==> config.mk <==
export PLATFORM = sky130hd
export DESIGN_NAME = silence_flag_gen
export DESIGN_NICKNAME = d
export VERILOG_FILES = /design/src/rtl/silflag_pkg.sv /design/src/rtl/silflag_zero_sense.sv /design/src/rtl/silflag_run_ctr.sv /design/src/rtl/silence_flag_gen.sv
export SDC_FILE = /design/constraint.sdc
export NUM_CORES = 1
export LEC_CHECK = 0
export BUFFER_PORTS_ARGS = -buffer_cell sky130_fd_sc_hd__clkbuf_2
export CORE_ASPECT_RATIO = 0.6
export CORE_MARGIN = 2
export CORE_UTILIZATION = 50
export DETAILED_ROUTE_END_ITERATION = 7
export HOLD_SLACK_MARGIN = 0.15
export PLACE_DENSITY_LB_ADDON = 0.1
export SLEW_MARGIN = 10
export SYNTH_ARGS = -nofsm -noshare
export SYNTH_HDL_FRONTEND = slang
export SYNTH_SLANG_ARGS = --single-unit
==> constraint.sdc <==
create_clock -name clk -period 2.1 [get_ports clk]
set_clock_uncertainty 0.1 [all_clocks]
set_input_delay 0.42 -clock clk [delete_from_list [all_inputs] [get_ports clk]]
set_output_delay 0.42 -clock clk [all_outputs]
set_load 0.1 [all_outputs]
==> src/rtl/silflag_pkg.sv <==
package silflag_pkg;
  localparam int DEF_SMP_W    = 18;
  localparam int DEF_ZERO_RUN = 8192;
  localparam int DEF_RAMP_LEN = 1022;

  // width able to hold values 0..limit
  function automatic int cnt_width(input int limit);
    return $clog2(limit + 1);
  endfunction
endpackage

==> src/rtl/silflag_zero_sense.sv <==
module silflag_zero_sense #(
  parameter int SMP_W  = 18,
  parameter int NUM_CH = 2
) (
  input  logic [NUM_CH-1:0][SMP_W-1:0] smp,
  output logic                         all_zero
);
  logic [NUM_CH-1:0] ch_zero;

  for (genvar c = 0; c < NUM_CH; c++) begin : g_ch
    assign ch_zero[c] = (smp[c] == '0);
  end

  assign all_zero = &ch_zero;
endmodule

==> src/rtl/silflag_run_ctr.sv <==
module silflag_run_ctr #(
  parameter int LIMIT = 8192,
  localparam int CW   = silflag_pkg::cnt_width(LIMIT)
) (
  input  logic          clk,
  input  logic          rst,
  input  logic          clr,
  input  logic          inc,
  output logic          hit_next,
  output logic [CW-1:0] cnt_q
);
  localparam logic [CW-1:0] LIM = CW'(LIMIT);

  logic [CW-1:0] cnt_d;

  always_comb begin
    cnt_d = cnt_q;
    if (clr)
      cnt_d = '0;
    else if (inc && (cnt_q != LIM))
      cnt_d = cnt_q + 1'b1;
  end

  assign hit_next = (cnt_d == LIM);

  always_ff @(posedge clk) begin
    if (rst) cnt_q <= '0;
    else     cnt_q <= cnt_d;
  end

  // count never passes its limit
  assert_no_overflow_R8: assert property (@(posedge clk) disable iff (rst)
    cnt_q <= LIM);

  // a clear empties the count on the next clock
  assert_clear_empties_R5: assert property (@(posedge clk) disable iff (rst)
    clr |=> (cnt_q == '0));

  // without a clear or a step the count holds
  assert_idle_holds_R7: assert property (@(posedge clk) disable iff (rst)
    (!clr && !inc) |=> $stable(cnt_q));
endmodule

==> src/rtl/silence_flag_gen.sv <==
module silence_flag_gen #(
  parameter int SMP_W    = silflag_pkg::DEF_SMP_W,
  parameter int ZERO_RUN = silflag_pkg::DEF_ZERO_RUN,
  parameter int RAMP_LEN = silflag_pkg::DEF_RAMP_LEN
) (
  input  logic             clk,
  input  logic             rst,
  input  logic             frame_stb,
  input  logic [SMP_W-1:0] left_smp,
  input  logic [SMP_W-1:0] right_smp,
  input  logic             mute_req,
  output logic             silence_flag
);
  localparam int MUTE_TRIP = ZERO_RUN + RAMP_LEN + 1;
  localparam int ZCW       = silflag_pkg::cnt_width(ZERO_RUN);
  localparam int MCW       = silflag_pkg::cnt_width(MUTE_TRIP);

  logic           both_zero;
  logic           zero_hit, mute_hit;
  logic [ZCW-1:0] zero_cnt;
  logic [MCW-1:0] mute_cnt;

  silflag_zero_sense #(.SMP_W(SMP_W), .NUM_CH(2)) u_sense (
    .smp      ({right_smp, left_smp}),
    .all_zero (both_zero)
  );

  // zero-run count: steps on all-zero frames, clears on any non-zero frame
  silflag_run_ctr #(.LIMIT(ZERO_RUN)) u_zero_run (
    .clk      (clk),
    .rst      (rst),
    .clr      (frame_stb && !both_zero),
    .inc      (frame_stb && both_zero),
    .hit_next (zero_hit),
    .cnt_q    (zero_cnt)
  );

  // mute-duration count: steps per frame while requested, clears at once on release
  silflag_run_ctr #(.LIMIT(MUTE_TRIP)) u_mute_run (
    .clk      (clk),
    .rst      (rst),
    .clr      (!mute_req),
    .inc      (frame_stb),
    .hit_next (mute_hit),
    .cnt_q    (mute_cnt)
  );

  always_ff @(posedge clk) begin
    if (rst) silence_flag <= 1'b0;
    else     silence_flag <= zero_hit | mute_hit;
  end

  // reset forces the flag low
  assert_reset_low_R1: assert property (@(posedge clk)
    rst |=> !silence_flag);

  // non-zero frame without a mute request drops the flag
  assert_nonzero_drops_R3: assert property (@(posedge clk) disable iff (rst)
    (frame_stb && ((left_smp != '0) || (right_smp != '0)) && !mute_req)
      |=> !silence_flag);

  // the flag rises only on a strobed clock
  assert_rise_on_strobe_R7: assert property (@(posedge clk) disable iff (rst)
    $rose(silence_flag) |-> $past(frame_stb));

  // counts stay within limits at the top level
  assert_counts_bounded_R8: assert property (@(posedge clk) disable iff (rst)
    (zero_cnt <= ZCW'(ZERO_RUN)) && (mute_cnt <= MCW'(MUTE_TRIP)));
endmodule

==> results.yml <==
clocking:
  ctsHoldBuffers: 0
  cts.sinks: 29
  clk_latency_ns: 0.30
  clockBufferDepth: 2
  htreeDepth: 2
  clkTransAtPathRegs_ns: 0.06
  tritoncts: "yes"
  cts_inserted_buffers: 5
  clock-root-buffer: "clkbuf_8"
global_routing:
  overflow: 0
  first_global_vias: 1799
  grt_start_max_net_pins: 18
  grt_antenna_before_repair: 0
  grtUsageTotal: 0.264
  grt_pass1_wl_mm: 9.03
yosys:
  synth_flop_cell: "dfxtp_1"
  netlist_area_um2: 2020
  async_flop_share: 0
  synth_edf_count: 0
  synth_warnings: 0
  seq_area_frac_synth: 0.287
  yosysTopAreaCell: "dfxtp_1"
  synth_top_area_frac: 0.287
  ys_seq_elements: 29
  ys_types: 53
  synth.net_count: 306
  syn_inst: 263
  syn_area_per_cell_um2: 7.68
  synth_top_cells_by_area: "dfxtp_1, nor2_1, nand3_1"
sta:
  hold_viol: 0
  slew_viol_final: 0
  slew_headroom: 0.640
  fin_crit_ns: 2.00
  finalCritPeriodShare: 0.951
  setup_viol: 0
  fmax_mhz: 501
  fin_hold_ws_ns: 0.349
  fin_ws_ns: 0.103
  worstMarginPinSlew_ns: 0.543
pwr:
  peakVddDrop_uv: 420
  leakagePower_nw: 1.01
  powerDensity_nw_per_um2: 447
worst_setup_path:
  path_max_fanout: 4
  start_kind: "flip-flop"
  end_kind: "flip-flop"
  worst_ep_required_time_ns: 2.18
  critical_path_arrival_ns: 2.08
  crit_type: "flip-flop to flip-flop"
placement:
  place_ws_ns: -0.172
  place.gp.congestion: 0.924
  io_buffers: 40
  hpwl_mm: 4.39
  placed_cell_area_um2: 2420
detailed_routing:
  totalWireLength_mm: 5.79
  first_pass_iters: 5
  vias_per_cell: 5.93
  ant_nets: 0
  post-route-drc-count: 0
  post_drt_wl_per_cell_um: 15.4
  vias: 2223
  drt-initial-drc-count: 187
final_layout:
  drive_gt1_frac: 0.345
  syn_to_final_growth_pct: 30.2
  stdcell_area_um2: 2630
  final_common_cell: "clkbuf_2"
  layout_common_cells: "clkbuf_2, buf_4, nor2_1"
  nets: 370
  insertedDiodeCount: 0
die:
  io_pins: 41
  rows: 17
  die-height_um: 53.2
  start_util: 0.537
  die_w_um: 86.1
  fp.coreArea_um2: 3760
  die_area_um2: 4580
job:
  drv_cap: 0
status:
  outcome: "finished clean"
hold_path:
  holdCritPathClass: "input port to flip-flop"
report_power, final:
group	internal, mW	switching (mW)
combinational	0.0447	0.0514
sequential	0.547	0.000817
clock	0.296	0.235
total	0.888	0.287
final cells by class:
| type | count | area [um2] |
|---|---|---|
| repair buffers | 78 | 485 |
| clock buffers | 7 | 96.3 |
| well taps | 47 | 58.8 |
| flip-flops and latches | 29 | 596 |
| clock inverters | 1 | 5.00 |
| inverters | 7 | 26.3 |
| fillers | 320 | 1130 |
| multi-input cells | 206 | 1360 |
layer usage:
metal | wire [um] | up-vias | part of all wire | track usage
li1 | - | 1086 | - | -
met1 | 2850 | 1015 | 0.49 | 0.421
met2 | 2150 | 113 | 0.37 | 0.329
met3 | 707 | 9 | 0.12 | 0.0608
met4 | 80 | 0 | 0.014 | 0.0873
met5 | 0 | - | 0 | 0
critical path, stage by stage (launching register included):
cell	delay [ns]
dfxtp_4	0.39
inv_1	0.06
ha_1	0.21
nor4b_2	0.16
nand4_1	0.12
nand2_1	0.10
buf_4	0.16
o211ai_1	0.19
o41ai_2	0.13
a41oi_2	0.17
o22ai_1	0.09
state kept, by name (all words and copies together), names as in the netlist:
signal	cells
silence_flag	1
u_mute_run.cnt_q	14
u_zero_run.cnt_q	14
cells in the mapped netlist (2+ instances only):
master and number:
a31oi_1 2, buf_2 5, dfxtp_1 29, nor3_1 7, nor3b_1 3, a41oi_1 2, o41ai_1 2, xor2_1 9
nand4_1 11, buf_4 3, and2_1 2, xnor2_1 9, nor4b_1 3, and4_1 4, nor4_2 4, nor2b_1 3
nand3_1 19, nor4_4 2, buf_6 3, nand2_1 19, o21ai_1 3, nor2_1 34, o211ai_1 2, nor4_1 6
clkbuf_1 10, o21ai_0 5, and3_1 7, inv_1 7, or3_1 6, a21oi_1 15, o22ai_1 2, o31ai_1 2
ha_1 3
per-stage QoR:
stage | cells | total power [mW] | utilization | setup TNS, ns
2_1_floorplan | 263 | 0.602 | - | 0
3_3_place_gp | 363 | 0.656 | 0.642 | -0.448
3_5_place_dp | 363 | 0.658 | 0.642 | -0.517
4_1_cts | 371 | 1.18 | 0.669 | 0
5_1_grt | 375 | 1.21 | 0.699 | -0.00221
6_report | 375 | 1.17 | 0.699 | 0
logic make-up after synthesis:
group           count (synthesis)  share of synthesized area
compound gates                 47                      0.152
xor+xnor                       18                     0.0780
fa+ha+maj                       3                     0.0186
buf+inv                        28                     0.0718
flops                          29                      0.287
mux                             1                    0.00495
simple gates                  137                      0.387
final timing paths:
check | start | endpoint | slack, ns | cells past startpoint
worst max-delay path | u_zero_run.cnt_q[0] | silence_flag | 0.10 | 10
worst min-delay path | mute_req | u_mute_run.cnt_q[13] | 0.35 | 3
worst max register to register | u_zero_run.cnt_q[0] | silence_flag | 0.10 | 10
worst min register to register | u_zero_run.cnt_q[2] | u_zero_run.cnt_q[2] | 0.46 | 3
timing repair:
action	in CTS	in global routing
gates resized for setup	0	21
hold endpoints to repair	0	0
setup buffers	0	4
endpoints found under the setup margin	0	3
Power figures use the tool's default switching activity.
